<file path="src/rtl/obus_pkg.sv">
package obus_pkg;
    localparam int DW = 8;
    localparam int AW = 16;
    localparam int NPH = 3;
    localparam int PH_PAL = 0;
    localparam int PH_HC  = 1;
    localparam int PH_VC  = 2;

    typedef enum logic {PH_LO = 1'b0, PH_HI = 1'b1} ph_t;

    typedef enum logic [4:0] {
        C_UNMAP, C_EXT, C_VID1, C_CNTL, C_PAL, C_HCNT, C_VCNT,
        C_STAT1, C_STAT2, C_MBOX, C_JOY0, C_JOY1, C_NMI, C_IRQ,
        C_HVB, C_DIRECT
    } cls_t;
endpackage

</file>
<file path="src/rtl/obus_addr_decode.sv">
module obus_addr_decode
    import obus_pkg::*;
(
    input  logic [AW-1:0] addr,
    input  logic          ext_sel,
    output cls_t          cls
);
    always_comb begin
        cls = C_UNMAP;
        if (ext_sel) begin
            cls = C_EXT;
        end else if ((addr & 16'hFFC0) == 16'h2140) begin
            cls = C_MBOX;
        end else if ((addr & 16'hFF80) == 16'h4300) begin
            cls = C_DIRECT;
        end else if (addr >= 16'h4214 && addr <= 16'h421F) begin
            cls = C_DIRECT;
        end else begin
            unique case (addr)
                16'h2134, 16'h2135, 16'h2136,
                16'h2138, 16'h2139, 16'h213A: cls = C_VID1;
                16'h2137: cls = C_CNTL;
                16'h213B: cls = C_PAL;
                16'h213C: cls = C_HCNT;
                16'h213D: cls = C_VCNT;
                16'h213E: cls = C_STAT1;
                16'h213F: cls = C_STAT2;
                16'h4016: cls = C_JOY0;
                16'h4017: cls = C_JOY1;
                16'h4210: cls = C_NMI;
                16'h4211: cls = C_IRQ;
                16'h4212: cls = C_HVB;
                default:  cls = C_UNMAP;
            endcase
        end
    end
endmodule

</file>
<file path="src/rtl/obus_phase_fsm.sv">
module obus_phase_fsm
    import obus_pkg::*;
(
    input  logic clk,
    input  logic rst_n,
    input  logic adv,
    input  logic clr,
    output logic hi
);
    ph_t state, state_nx;

    always_ff @(posedge clk or negedge rst_n) begin
        if (!rst_n) state <= PH_LO;
        else        state <= state_nx;
    end

    always_comb begin
        state_nx = state;
        unique case (state)
            PH_LO: if (adv) state_nx = PH_HI;
            PH_HI: if (clr || adv) state_nx = PH_LO;
            default: state_nx = PH_LO;
        endcase
        if (clr) state_nx = PH_LO;
    end

    always_comb hi = (state == PH_HI);

    assert_phase_toggle_R8: assert property (@(posedge clk) disable iff (!rst_n)
        (adv && !clr) |=> (state != $past(state)));
    assert_phase_clear_R10: assert property (@(posedge clk) disable iff (!rst_n)
        clr |=> (state == PH_LO));
    assert_phase_hold_R2: assert property (@(posedge clk) disable iff (!rst_n)
        (!adv && !clr) |=> $stable(state));
endmodule

</file>
<file path="src/rtl/obus_latch_bank.sv">
module obus_latch_bank
    import obus_pkg::*;
#(
    parameter int N = 3
) (
    input  logic          clk,
    input  logic          rst_n,
    input  logic [N-1:0]  ld,
    input  logic [DW-1:0] din,
    output logic [DW-1:0] q [N]
);
    for (genvar g = 0; g < N; g++) begin : g_lat
        always_ff @(posedge clk or negedge rst_n) begin
            if (!rst_n)     q[g] <= '0;
            else if (ld[g]) q[g] <= din;
        end
        assert_latch_load_R2: assert property (@(posedge clk) disable iff (!rst_n)
            ld[g] |=> (q[g] == $past(din)));
        assert_latch_hold_R2: assert property (@(posedge clk) disable iff (!rst_n)
            !ld[g] |=> $stable(q[g]));
    end
endmodule

</file>
<file path="src/rtl/obus_read_mux.sv">
module obus_read_mux
    import obus_pkg::*;
(
    input  logic        clk,
    input  logic        rst_n,
    input  logic        rd_stb,
    input  logic [15:0] rd_addr,
    input  logic        ext_sel,
    input  logic [7:0]  ext_data,
    input  logic [7:0]  reg_byte,
    input  logic [31:0] mbox_data,
    input  logic [15:0] pal_word,
    input  logic [8:0]  hcnt,
    input  logic [8:0]  vcnt,
    input  logic        irq_flag,
    input  logic        io_ctl_b7,
    output logic [7:0]  rd_data,
    output logic        cnt_latch,
    output logic        irq_clear,
    output logic [7:0]  vid1_obus,
    output logic [7:0]  vid2_obus
);
    localparam int NL = 3;
    localparam int L_MAIN = 0;
    localparam int L_V1 = 1;
    localparam int L_V2 = 2;

    cls_t           cls;
    logic [NPH-1:0] ph_adv, ph_clr, ph_hi;
    logic [NL-1:0]  lat_ld;
    logic [DW-1:0]  lat_q [NL];
    logic [DW-1:0]  m_q, v2_q;

    obus_addr_decode u_dec (.addr(rd_addr), .ext_sel(ext_sel), .cls(cls));

    always_comb begin
        ph_adv = '0;
        ph_clr = '0;
        ph_adv[PH_PAL] = rd_stb && (cls == C_PAL);
        ph_adv[PH_HC]  = rd_stb && (cls == C_HCNT);
        ph_adv[PH_VC]  = rd_stb && (cls == C_VCNT);
        ph_clr[PH_HC]  = rd_stb && (cls == C_STAT2);
        ph_clr[PH_VC]  = rd_stb && (cls == C_STAT2);
    end

    for (genvar p = 0; p < NPH; p++) begin : g_ph
        obus_phase_fsm u_ph (
            .clk(clk), .rst_n(rst_n),
            .adv(ph_adv[p]), .clr(ph_clr[p]), .hi(ph_hi[p])
        );
    end

    always_comb begin
        lat_ld = '0;
        lat_ld[L_MAIN] = rd_stb;
        lat_ld[L_V1]   = rd_stb && (cls == C_VID1 || cls == C_STAT1);
        lat_ld[L_V2]   = rd_stb && (cls == C_PAL || cls == C_HCNT ||
                                    cls == C_VCNT || cls == C_STAT2);
    end

    obus_latch_bank #(.N(NL)) u_lat (
        .clk(clk), .rst_n(rst_n), .ld(lat_ld), .din(rd_data), .q(lat_q)
    );

    always_comb begin
        m_q  = lat_q[L_MAIN];
        v2_q = lat_q[L_V2];
        vid1_obus = lat_q[L_V1];
        vid2_obus = lat_q[L_V2];
    end

    always_comb begin
        rd_data = m_q;
        unique case (cls)
            C_EXT:    rd_data = ext_data;
            C_VID1:   rd_data = reg_byte;
            C_CNTL:   rd_data = m_q;
            C_PAL:    rd_data = ph_hi[PH_PAL] ? {v2_q[7], pal_word[14:8]} : pal_word[7:0];
            C_HCNT:   rd_data = ph_hi[PH_HC] ? {v2_q[7:1], hcnt[8]} : hcnt[7:0];
            C_VCNT:   rd_data = ph_hi[PH_VC] ? {v2_q[7:1], vcnt[8]} : vcnt[7:0];
            C_STAT1:  rd_data = {reg_byte[7:5], m_q[4], reg_byte[3:0]};
            C_STAT2:  rd_data = {reg_byte[7:6], v2_q[5], reg_byte[4:0]};
            C_MBOX:   rd_data = mbox_data[8*rd_addr[1:0] +: 8];
            C_JOY0:   rd_data = {m_q[7:2], reg_byte[1:0]};
            C_JOY1:   rd_data = {m_q[7:5], 5'h1F};
            C_NMI:    rd_data = (reg_byte & 8'h8F) | (m_q & 8'h70);
            C_IRQ:    rd_data = {irq_flag, m_q[6:0]};
            C_HVB:    rd_data = (reg_byte & 8'hC1) | (m_q & 8'h3E);
            C_DIRECT: rd_data = reg_byte;
            C_UNMAP:  rd_data = m_q;
            default:  rd_data = m_q;
        endcase
    end

    always_comb begin
        cnt_latch = rd_stb && (cls == C_CNTL) && io_ctl_b7;
        irq_clear = rd_stb && (cls == C_IRQ);
    end

    assert_unmapped_main_R2: assert property (@(posedge clk) disable iff (!rst_n)
        (!ext_sel && rd_addr == 16'h4213) |-> (rd_data == vid_main_chk()));
    assert_cntlatch_gate_R6: assert property (@(posedge clk) disable iff (!rst_n)
        cnt_latch |-> (io_ctl_b7 && rd_stb && rd_addr == 16'h2137 && !ext_sel));
    assert_irqclr_addr_R5: assert property (@(posedge clk) disable iff (!rst_n)
        irq_clear |-> (rd_stb && rd_addr == 16'h4211 && !ext_sel));
    assert_joy1_low_R3: assert property (@(posedge clk) disable iff (!rst_n)
        (!ext_sel && rd_addr == 16'h4017) |-> (rd_data[4:0] == 5'h1F));

    function automatic logic [7:0] vid_main_chk();
        return lat_q[L_MAIN];
    endfunction
endmodule

</file>
<file path="config.mk">
export PLATFORM = sky130hd
export DESIGN_NAME = obus_read_mux
export DESIGN_NICKNAME = d
export VERILOG_FILES = /design/src/rtl/obus_pkg.sv /design/src/rtl/obus_addr_decode.sv /design/src/rtl/obus_phase_fsm.sv /design/src/rtl/obus_latch_bank.sv /design/src/rtl/obus_read_mux.sv
export SDC_FILE = /design/constraint.sdc
export NUM_CORES = 1
export LEC_CHECK = 0
export BUFFER_PORTS_ARGS = -buffer_cell sky130_fd_sc_hd__buf_2
export CORE_MARGIN = 2
export CORE_UTILIZATION = 47
export DETAILED_ROUTE_END_ITERATION = 12
export PLACE_DENSITY = 0.83
export SYNTH_ARGS = -nofsm -noshare
export SYNTH_HDL_FRONTEND = slang
export SYNTH_SLANG_ARGS = --single-unit
</file>
<file path="constraint.sdc">
create_clock -name clk -period 6.46 [get_ports clk]
set_input_delay 1.292 -clock clk [delete_from_list [all_inputs] [get_ports clk]]
set_output_delay 1.292 -clock clk [all_outputs]
set_load 0.05 [all_outputs]
</file>
==> results.txt <==
CTS buffer count: 3
Gpl congestion: 0.948
Reg clk slew, reported paths: 0.09 ns
Final setup viols: 0
Final HPWL DP: 8390 um
Synth top area cells: dfrtp_1 (22%), mux2i_1 (7.6%), mux4_2 (6.0%)
Critical path arrival: 4.74 ns
Slew @ Worst Pin: 1.04 ns
Layout area overhead: 20.5%
Register area share after synthesis: 22.3%
Diodes inserted: 0
Rows: 29
CTS root buffer: clkbuf_8
Largest net degree at the start of global routing: 28
Hold WS: 0.480 ns
Max cap viols: 0
Drt first pass iters: 6
Max H-tree Level: 1
Setup crit end kind: primary output
Share of cells above drive strength 1: 40.3%
Ys async rst share: 100%
Mean post-synth cell area: 8.53 um2
Cts hold-fix bufs: 0
IO Pins: 130
Die Span Y: 84.2 um
Min Tclk post-route: 6.03 ns
Final #Nets: 562
Number of flops mapped to enable cells by yosys: 0
Yosys warning count: 0
DRC viols: 0
Placed cell areas: 0.00360 mm2
Starting density of the core: 48.2%
Slew HR: 30.1%
Die Wd: 84.2 um
Initial antenna violation count: 0
GRT Total Usage: 29.1%
Die ar.: 0.00710 mm2
Top_reg_cell synth: dfrtp_1
Post-synth top area share: 22.3%
CTS-repair resized insts: 0
Via/cell ratio: 6.51
Synthesis-stage register bit count: 27
CTS sink count: 27
Crit-path max FO: 17
CTS tree: built
NetSw: 0.000144 W
Buffers on Ports: 128
Drt total wl: 10500 um
Global-route wire length before repair: 16700 um
Max-slew violation count: 0
Comb pwr share: 33.5%
RSZ-0062 raised after global routing: no
Post-CTS Setup Bufs: 0
Vias: 3479
Most frequent cells in the layout: buf_2 (128), nand2_1 (34), dfrtp_1 (27)
Post-route antenna net violation count: 0
Crit Path Category: input port to primary output
Most common cell after layout, fill and taps aside: buf_2
Pleak: 1.63 nW
Worst VDD drop: 89.5 uV
Period utilization: 93.4%
Fmax: 0.166 GHz
Post-route cell area: 0.00365 mm2
Clk_skew: 0.00981 ns
Congestion Overflow GR: 0
Critical Path RT: 5.17 ns
Internal power: 0.000280 W
Core area: 0.00628 mm2
Status: finished, final reports clean
PwrDens: 116 mW/mm2
Clock power share: 23.8%
Post-Syn Instances: 355
Routed len/inst: 19.7 um
Worst-Skew Late Latency: 0.29 ns
Launching element type of the critical path: input port
Switching share of power: 33.9%
Final setup TNS: 0 ns
Post-Syn Nets: 459
Post-synth cell types: 81
Cell taking the most area after synthesis: dfrtp_1
Syn Std Cell Area: 0.00303 mm2
Vias in the first global route: 3409
Deepest clock path buffer count: 2
DRT iter0 DRCs: 432
Sequential share of power: 42.7%
Endpoints failing hold: 0
Hold crit path type: flip-flop to flip-flop
## registers in the layout, summed over array words and instances, names as in the netlist
name,count
u_lat.q,24
g_ph.u_ph.hi,3
## synth_stat cells, types with 4 or more instances
cell type	count
a21o_1	6
a21oi_1	20
a22o_1	5
a31oi_1	5
buf_2	6
buf_4	16
clkbuf_1	9
dfrtp_1	27
inv_1	4
mux2_2	10
mux2i_1	23
mux4_2	8
nand2_1	34
nand3_1	14
nor2_1	23
nor2b_1	5
nor3_1	14
o211ai_1	6
o21ai_0	26
o31ai_1	4
or3_1	5
## stage by stage
stage / cells / total power, W / worst slack [ns] / util [%]
floorplan: 355 / 0.000269 / 0.857 / -
global placement: 530 / 0.000321 / 0.631 / 57.3
detailed placement: 530 / 0.000325 / 0.614 / 57.3
CTS: 534 / 0.000422 / 0.584 / 58.1
global route: 534 / 0.000442 / 0.342 / 58.1
finish: 534 / 0.000424 / 0.425 / 58.1
## layer usage
layer	track usage [%]	vias up	share of wire, %
met5	0	-	0
met4	8.50	0	2.4
met3	3.05	30	9.6
met2	50.9	260	49
met1	37.9	1625	39
li1	-	1564	-
## logic make-up after synthesis
family | share of synthesized area [%]
DFF | 22.3
and+or+nand+nor | 24.3
buffers and inverters | 6.94
AOI/OAI and AO/OA | 27.8
muxes | 17.8
xor gates and xnor gates | 0.868
## worst max-delay path, cell delays in order
cell       delay (ns)
buf_2            0.11
nor4_2           0.52
nand3b_2         0.30
o32a_1           0.49
o21ai_2          0.36
nand3_1          0.14
a2111oi_0        0.89
a2111oi_2        0.13
o221a_2          0.20
inv_1            0.05
buf_2            0.25
## final cells by class
| class | instances | area [um2] |
|---|---|---|
| flip-flops and latches | 27 | 676 |
| multi-input cells | 290 | 2140 |
| repair buffers | 132 | 671 |
| well taps | 77 | 96.3 |
| fillers | 598 | 2630 |
| inverters | 4 | 15.0 |
| clock inverters | 1 | 7.51 |
| clock buffers | 3 | 41.3 |
## power groups by stage
| stage | Clock (W) | Combinational, W | Sequential (W) |
|---|---|---|---|
| after floorplan | 0 | 0.0000861 | 0.000183 |
| after global placement | 0 | 0.000138 | 0.000184 |
| after detailed placement | 0 | 0.000141 | 0.000184 |
| after CTS | 0.000100 | 0.000141 | 0.000181 |
| after global routing | 0.000106 | 0.000154 | 0.000182 |
| final | 0.000101 | 0.000142 | 0.000181 |
## worst paths after layout
path | to | slack, ns | cells after the start | from
worst max register to register | u_lat.q[23]$_DFFE_PN0P_ | 4.06 | 6 | g_ph[2].u_ph.hi$_DFF_PN0_
max in group asynchronous | g_ph[1].u_ph.hi$_DFF_PN0_ | 5.06 | 1 | rst_n
min in group asynchronous | u_lat.q[22]$_DFFE_PN0P_ | 1.00 | 1 | rst_n
worst max-delay path | rd_data[4] | 0.43 | 11 | rd_addr[15]
worst min register to register | u_lat.q[15]$_DFFE_PN0P_ | 0.48 | 2 | u_lat.q[15]$_DFFE_PN0P_
worst min-delay path | u_lat.q[15]$_DFFE_PN0P_ | 0.48 | 2 | u_lat.q[15]$_DFFE_PN0P_
No activity file was read; power rests on OpenSTA's default activity.
